<file path="src/rtl/gpio_pkg.sv">
package gpio_pkg;

  // Which register window a bus address falls into.
  typedef enum logic [1:0] {
    WIN_NONE = 2'd0,
    WIN_DATA = 2'd1,
    WIN_DIR  = 2'd2
  } gpio_win_e;

  // Byte offset of the direction register for a port of npins pins.
  function automatic int unsigned dir_offset(input int unsigned npins);
    return 32'd1 << (npins + 2);
  endfunction

endpackage

</file>
<file path="src/rtl/gpio_addr_decode.sv">
module gpio_addr_decode
  import gpio_pkg::*;
#(
  parameter int unsigned NPINS  = 8,
  parameter int unsigned ADDR_W = 12
) (
  input  logic [ADDR_W-1:0] addr,
  output gpio_win_e         win,
  output logic [NPINS-1:0]  pin_mask
);

  localparam int unsigned MASK_LO = 2;
  localparam int unsigned MASK_HI = NPINS + 1;
  localparam int unsigned HI_W    = ADDR_W - NPINS - 2;
  localparam logic [ADDR_W-1:0] DIR_ADDR = ADDR_W'(dir_offset(NPINS));

  logic upper_clear;
  logic lanes_clear;

  assign upper_clear = (addr[ADDR_W-1:MASK_HI+1] == {HI_W{1'b0}});
  assign lanes_clear = (addr[MASK_LO-1:0] == 2'b00);

  always_comb begin
    if (addr == DIR_ADDR) begin
      win = WIN_DIR;
    end else if (upper_clear && lanes_clear) begin
      win = WIN_DATA;
    end else begin
      win = WIN_NONE;
    end
  end

  // The mask is meaningful only in the data window; zero it elsewhere.
  assign pin_mask = (win == WIN_DATA) ? addr[MASK_HI:MASK_LO] : '0;

endmodule

</file>
<file path="src/rtl/gpio_in_sync.sv">
module gpio_in_sync #(
  parameter int unsigned NPINS  = 8,
  parameter int unsigned STAGES = 2
) (
  input  logic             clk,
  input  logic             rst_n,
  input  logic [NPINS-1:0] raw_in,
  output logic [NPINS-1:0] sync_out
);

  for (genvar p = 0; p < NPINS; p++) begin : g_pin
    logic [STAGES-1:0] chain_q;

    always_ff @(posedge clk or negedge rst_n) begin
      if (!rst_n) begin
        chain_q <= '0;
      end else begin
        chain_q <= {chain_q[STAGES-2:0], raw_in[p]};
      end
    end

    assign sync_out[p] = chain_q[STAGES-1];
  end

endmodule

</file>
<file path="src/rtl/gpio_port_regs.sv">
module gpio_port_regs
  import gpio_pkg::*;
#(
  parameter int unsigned NPINS = 8
) (
  input  logic             clk,
  input  logic             rst_n,
  input  logic             wr_en,
  input  gpio_win_e        win,
  input  logic [NPINS-1:0] pin_mask,
  input  logic [NPINS-1:0] wr_data,
  input  logic [NPINS-1:0] in_sync,
  output logic [NPINS-1:0] out_q,
  output logic [NPINS-1:0] dir_q,
  output logic [NPINS-1:0] level
);

  logic dir_wr;
  logic data_wr;

  assign dir_wr  = wr_en && (win == WIN_DIR);
  assign data_wr = wr_en && (win == WIN_DATA);

  always_ff @(posedge clk or negedge rst_n) begin
    if (!rst_n) begin
      dir_q <= '0;
    end else if (dir_wr) begin
      dir_q <= wr_data;
    end
  end

  for (genvar p = 0; p < NPINS; p++) begin : g_pin
    always_ff @(posedge clk or negedge rst_n) begin
      if (!rst_n) begin
        out_q[p] <= 1'b0;
      end else if (data_wr && pin_mask[p]) begin
        out_q[p] <= wr_data[p];
      end
    end

    // Read level: own driven value for outputs, synchronized pad for inputs.
    assign level[p] = dir_q[p] ? out_q[p] : in_sync[p];
  end

endmodule

</file>
<file path="src/rtl/gpio_masked_port.sv">
module gpio_masked_port
  import gpio_pkg::*;
#(
  parameter int unsigned NPINS       = 8,
  parameter int unsigned ADDR_W      = 12,
  parameter int unsigned SYNC_STAGES = 2
) (
  input  logic              clk,
  input  logic              rst_n,
  input  logic [ADDR_W-1:0] bus_addr,
  input  logic              bus_we,
  input  logic [NPINS-1:0]  bus_wdata,
  output logic [NPINS-1:0]  bus_rdata,
  output logic [NPINS-1:0]  pad_out,
  output logic [NPINS-1:0]  pad_oe,
  input  logic [NPINS-1:0]  pad_in
);

  gpio_win_e        win;
  logic [NPINS-1:0] pin_mask;
  logic [NPINS-1:0] in_sync;
  logic [NPINS-1:0] out_q;
  logic [NPINS-1:0] dir_q;
  logic [NPINS-1:0] level;

  gpio_addr_decode #(
    .NPINS (NPINS),
    .ADDR_W(ADDR_W)
  ) u_dec (
    .addr    (bus_addr),
    .win     (win),
    .pin_mask(pin_mask)
  );

  gpio_in_sync #(
    .NPINS (NPINS),
    .STAGES(SYNC_STAGES)
  ) u_sync (
    .clk     (clk),
    .rst_n   (rst_n),
    .raw_in  (pad_in),
    .sync_out(in_sync)
  );

  gpio_port_regs #(
    .NPINS(NPINS)
  ) u_regs (
    .clk     (clk),
    .rst_n   (rst_n),
    .wr_en   (bus_we),
    .win     (win),
    .pin_mask(pin_mask),
    .wr_data (bus_wdata),
    .in_sync (in_sync),
    .out_q   (out_q),
    .dir_q   (dir_q),
    .level   (level)
  );

  always_comb begin
    unique case (win)
      WIN_DATA: bus_rdata = level & pin_mask;
      WIN_DIR:  bus_rdata = dir_q;
      default:  bus_rdata = '0;
    endcase
  end

  assign pad_out = out_q;
  assign pad_oe  = dir_q;

endmodule

</file>
<file path="config.mk">
export PLATFORM = sky130hd
export DESIGN_NAME = gpio_masked_port
export DESIGN_NICKNAME = d
export VERILOG_FILES = /design/src/rtl/gpio_pkg.sv /design/src/rtl/gpio_addr_decode.sv /design/src/rtl/gpio_in_sync.sv /design/src/rtl/gpio_port_regs.sv /design/src/rtl/gpio_masked_port.sv
export SDC_FILE = /design/constraint.sdc
export NUM_CORES = 1
export LEC_CHECK = 0
export BUFFER_PORTS_ARGS = -buffer_cell sky130_fd_sc_hd__buf_4
export CORE_ASPECT_RATIO = 0.7
export CORE_MARGIN = 2
export CORE_UTILIZATION = 45
export CTS_CLUSTER_DIAMETER = 120
export DETAILED_ROUTE_END_ITERATION = 10
export PLACE_DENSITY = 0.74
export SETUP_SLACK_MARGIN = 0.3
export SLEW_MARGIN = 5
export SYNTH_ARGS = -nofsm -noshare
export SYNTH_HDL_FRONTEND = slang
export SYNTH_HIERARCHICAL = 1
export SYNTH_SLANG_ARGS = --single-unit
export TNS_END_PERCENT = 5
</file>
<file path="constraint.sdc">
create_clock -name clk -period 3.25 [get_ports clk]
set_clock_uncertainty 0.05 [all_clocks]
set_input_delay 0.8125 -clock clk [delete_from_list [all_inputs] [get_ports clk]]
set_output_delay 0.8125 -clock clk [all_outputs]
set_load 0.005 [all_outputs]
</file>
Word-level counts from Yosys, hierarchy flattened
Cells that the tools add are included.
{"block": "word_totals", "register_bits": 32, "latch_bits": 0, "ram_bits": 0, "romBits": 0, "input_bits": 31, "output_inout_bits": 24, "wordCells": 46, "mem_count": 0}
{"block": "op_classes", "addsub": 0, "multipliers": 0, "div": 0, "magnitude_cmp": 0, "eq_ne": 3, "shifts": 0, "mux": 12, "bitwise": 1, "reduce_logical": 13}
{"cell": "one-hot mux 8 bit (2 select lines)", "count": 1}
{"cell": "== test 12 x 11 -> 1 bit (second input constant)", "count": 1}
{"cell": "logical AND 1 bit", "count": 11}
{"cell": "2-to-1 mux 1 bit", "count": 9}
{"cell": "AND 8 bit", "count": 1}
{"cell": "2-to-1 mux 8 bit", "count": 1}
{"cell": "logical NOT 2 bit", "count": 2}
{"cell": "== test 2 x 1 -> 1 bit (second input constant)", "count": 1}
{"cell": "== test 2 bit (second input constant)", "count": 1}
{"cell": "2-to-1 mux 2 bit", "count": 1}

Longest topological paths before layout
{"block": "logic_depth", "ltp_word": 8, "depth_mapped": 7, "ltp_nobuf": 6}

Hierarchy
Netlist, hierarchy kept.
{"module": "gpio_port_regs", "instances": 1, "cells_each": 51, "area_per_inst_um2": 777.0, "seq_area_each_um2": 400.4}
{"module": "gpio_in_sync", "instances": 1, "cells_each": 24, "area_per_inst_um2": 460.4, "seq_area_each_um2": 400.4}
{"module": "gpio_masked_port", "instances": 1, "cells_each": 17, "area_per_inst_um2": 147.6, "seq_area_each_um2": 0.0}
{"module": "gpio_addr_decode", "instances": 1, "cells_each": 14, "area_per_inst_um2": 102.6, "seq_area_each_um2": 0.0}

Worst setup path after synthesis
OpenSTA, ideal clock, no wires.
{"block": "synth_timing", "kind": "in2out", "from": "input bus_addr[4]", "to": "output bus_rdata[1]", "arrival_ps": 2177, "required_time_ps": 2388, "slack_ps": 210, "cell_stages": 7, "path_buffers": 1, "cell_sequence": "nor4b_1 > and4_1 > inv_1 > ha_1 > nor2b_1 > buf_6 > a32o_2"}
{"block": "synth_between", "elab_chain_cells": 6, "word_cells_on_any_way": 7, "classes_between": "eq/ne: 3; mux: 3; bitwise: 1"}
{"item": "start, declared", "line": "gpio_masked_port.sv:10", "rtl": "input logic [ADDR_W-1:0] bus_addr,"}
{"item": "== test 12 x 11 -> 1 bit *", "line": "gpio_addr_decode.sv:24", "rtl": "if (addr == DIR_ADDR) begin"}
{"item": "2-to-1 mux 2 bit *", "line": "gpio_addr_decode.sv:24"}
{"item": "via win[1]", "line": "gpio_masked_port.sv:19", "rtl": "gpio_win_e win;"}
{"item": "== test 2 x 1 -> 1 bit", "line": "gpio_addr_decode.sv:34, gpio_masked_port.sv:61"}
{"item": "2-to-1 mux 8 bit", "line": "gpio_addr_decode.sv:34", "rtl": "assign pin_mask = (win == WIN_DATA) ? addr[MASK_HI:MASK_LO] : '0;"}
{"item": "AND 8 bit", "line": "gpio_masked_port.sv:62", "rtl": "WIN_DATA: bus_rdata = level & pin_mask;"}
{"item": "one-hot mux 8 bit (2 select lines) *", "line": "gpio_masked_port.sv:61", "rtl": "unique case (win)"}
{"item": "end, declared", "line": "gpio_masked_port.sv:13", "rtl": "output logic [NPINS-1:0] bus_rdata,"}
Mark *: on every way through the listed nets, which the timed path passes. The rest lies on a longest branch.

Final worst setup path
{"block": "layout_timing", "from": "input bus_addr[4]", "to": "output bus_rdata[5]"}
Same word-level chain as after synthesis.

==> flow_summary.toml <==
[sta]
rsz0062_at_grt = "true"
min_period_over_period = 0.9727
layout_setup_ws_ps = 88.73
slew_viol_final = 0
finalHoldViolCount = 0
fmax_mhz = 316.3
finalSetupViolCount = 0
tightest_slew_ps = 401.8
period_needed_ps = 3161
relSlewSlack = 0.7321

[global_routing]
grt_util_met2 = 0.3227
globalRouteMet1Util = 0.2450
grt_use_met3 = 0.06395
overflow = 0
grt_max_degree = 33
track_usage = 0.2006
grt_pass1_vias = 1113
grt_most_used_layer = "met2"
grt_pass1_wl_um = 5395
antenna_found_initial = 0

[finish]
area_delta_synth_final_pct = 42.39
seq_area_um2 = 800.8
final_cell_mix = "buf_4, dfrtp_1, mux2_2"
multi_input_area_um2 = 656.9
nFillCells = 228
final_common_cell = "buf_4"
fin_nets = 199
drive_gt1_frac = 0.6747
final_core_util = 0.6729
n_antenna_cell = 0

[power]
leakage_nw = 1.050
power_density_nw_per_um2 = 360.9
vdd_drop_max_mv = 0.2713

[worst_setup_path]
worstPathMaxFanout = 7
start_kind = "input pin"
cp.arrival_ps = 2300
crit_required_ps = 2390
worst_setup_path_end_kind = "output port"
worstSetupPathType = "input pin to output port"

[clock_tree]
root_buffer = "clkbuf_8"
cts.sinks = 32
clk_pin_slew_ps = 60
h-tree-depth = 2
clk_latency_ps = 280
cts_tree = "built"
holdBufCountCts = 0
tritoncts.num_buffers = 5
cts_buffer_depth = 2

[die]
initial_core_util = 0.4726
rows = 17
die_w_um = 72.72
die_height_um = 52.11
core_area_um2 = 3148
dieArea_um2 = 3789
ioPinCount = 55

[status]
status = "finished, final reports clean"

[synth]
synth.area.top_cells = "dfrtp_1, mux2_2, nand4b_1"
avgSynthCellArea_um2 = 14.03
yosysWarnings = 6
synthCells = 106
yosys_register_bits = 32
netlist_area_um2 = 1488
synth_fp_nets = 139
yosys.area.top_type = "dfrtp_1"
yosysSeqAreaShare = 0.5383
yosysUniqueCellTypes = 19
synth_top_area_share = 0.5383

[detailed_routing]
vias_per_cell = 5.275
vias = 1076
routed_wl_um = 3451
first_iter_violations = 42
wl_per_cell_um = 16.92
drc = 0
drt_pre_antenna_iters = 4
final_antenna_net_count = 0

[run]
max_cap_viol_count = 0

[min_path]
worst_hold_path_type = "flip-flop to flip-flop"

[place]
dpl.hpwl_um = 2485
place_congestion = 0.7584
portBuffers = 54
place_ws_ps = -165.8
## cell type report
cell class / instances / share of cell area
repair buffers: 65 / 0.2481
clock inverters: 1 / 0.002363
inverters: 2 / 0.004725
flip-flops and latches: 32 / 0.3780
well taps: 38 / 0.02245
clock buffers: 6 / 0.03426
multi-input cells: 60 / 0.3101
## power breakdown
part,switching (mW),total (mW),internal (mW)
clock network,0.131,0.276,0.145
logic,0.0299,0.0716,0.0417
registers,0.00498,0.417,0.412
total,0.166,0.764,0.598
## per-stage QoR
stage          hold WS, ps  instances  area, um^2  setup TNS, ps  power, mW
2_1_floorplan        281.2        106        1496              0     0.4457
5_1_grt              304.3        204        2118              0     0.8009
3_5_place_dp         287.1        194        1917         -967.6     0.4898
3_3_place_gp         282.9        194        1917         -594.2     0.4868
6_report             294.3        204        2118              0     0.7644
4_1_cts              300.9        203        2090              0     0.7700
## routing by layer
| metal | vias up | wire length (um) |
|---|---|---|
| met1 | 530 | 1459 |
| met2 | 36 | 1694 |
| met5 | - | 0 |
| li1 | 502 | - |
| met3 | 8 | 221 |
| met4 | 0 | 76 |
## Yosys cell counts, drive strengths merged
| library cell | n |
|---|---|
| and4 | 1 |
| nor2b | 2 |
| mux2 | 24 |
| inv | 2 |
| nor2 | 2 |
| and2 | 8 |
| a32oi | 1 |
| nor3 | 2 |
| ha | 2 |
| buf | 12 |
| dfrtp | 32 |
| nor4b | 1 |
| nand3b | 1 |
| nor4 | 1 |
| nand4b | 8 |
| a32o | 7 |
## flip-flops by register name (all words and copies together), names as in the netlist
name / flops
u_sync/g_pin.chain_q: 16
u_regs/dir_q: 8
u_regs/out_q: 8
## critical path, stage by stage
cell and delay (ps):
buf_6 100, nor4b_4 260, and4_4 280, buf_6 110, inv_4 30, ha_4 140
nor2b_4 150, a32o_2 290, buf_6 120
## worst paths after layout
kind,from,end,slack (ps),cells after the start
worst max-delay path,bus_addr[4],bus_rdata[5],90,9
worst min-delay path,u_sync/g_pin[3].chain_q[0],u_sync/g_pin[3].chain_q[1],290,0
worst max register to register,u_regs/dir_q[6],u_regs/dir_q[6],2370,1
worst min register to register,u_sync/g_pin[3].chain_q[0],u_sync/g_pin[3].chain_q[1],290,0
max in group asynchronous,rst_n,u_sync/g_pin[0].chain_q[1],2450,1
min in group asynchronous,rst_n,u_regs/out_q[4],410,1
## logic make-up (layout without fill, tap and decap cells)
kind of cell             Yosys count  after routing  synth area share
AO/OA/AOI/OAI                      8              8           0.05551
multiplexers                      24             24            0.1817
adder cells (fa/ha/maj)            2              2           0.01682
AND/OR/NAND/NOR                   26             26            0.1405
flip-flops                        32             32            0.5383
buffers and inverters             14             74           0.06729
## timing repair
item | CTS | global route
buffers inserted | 2 | 1
gates resized for setup | 19 | 6
endpoints found under the setup margin | 8 | 8
pin swaps | 6 | 6
(Power assumes the default switching activity.)
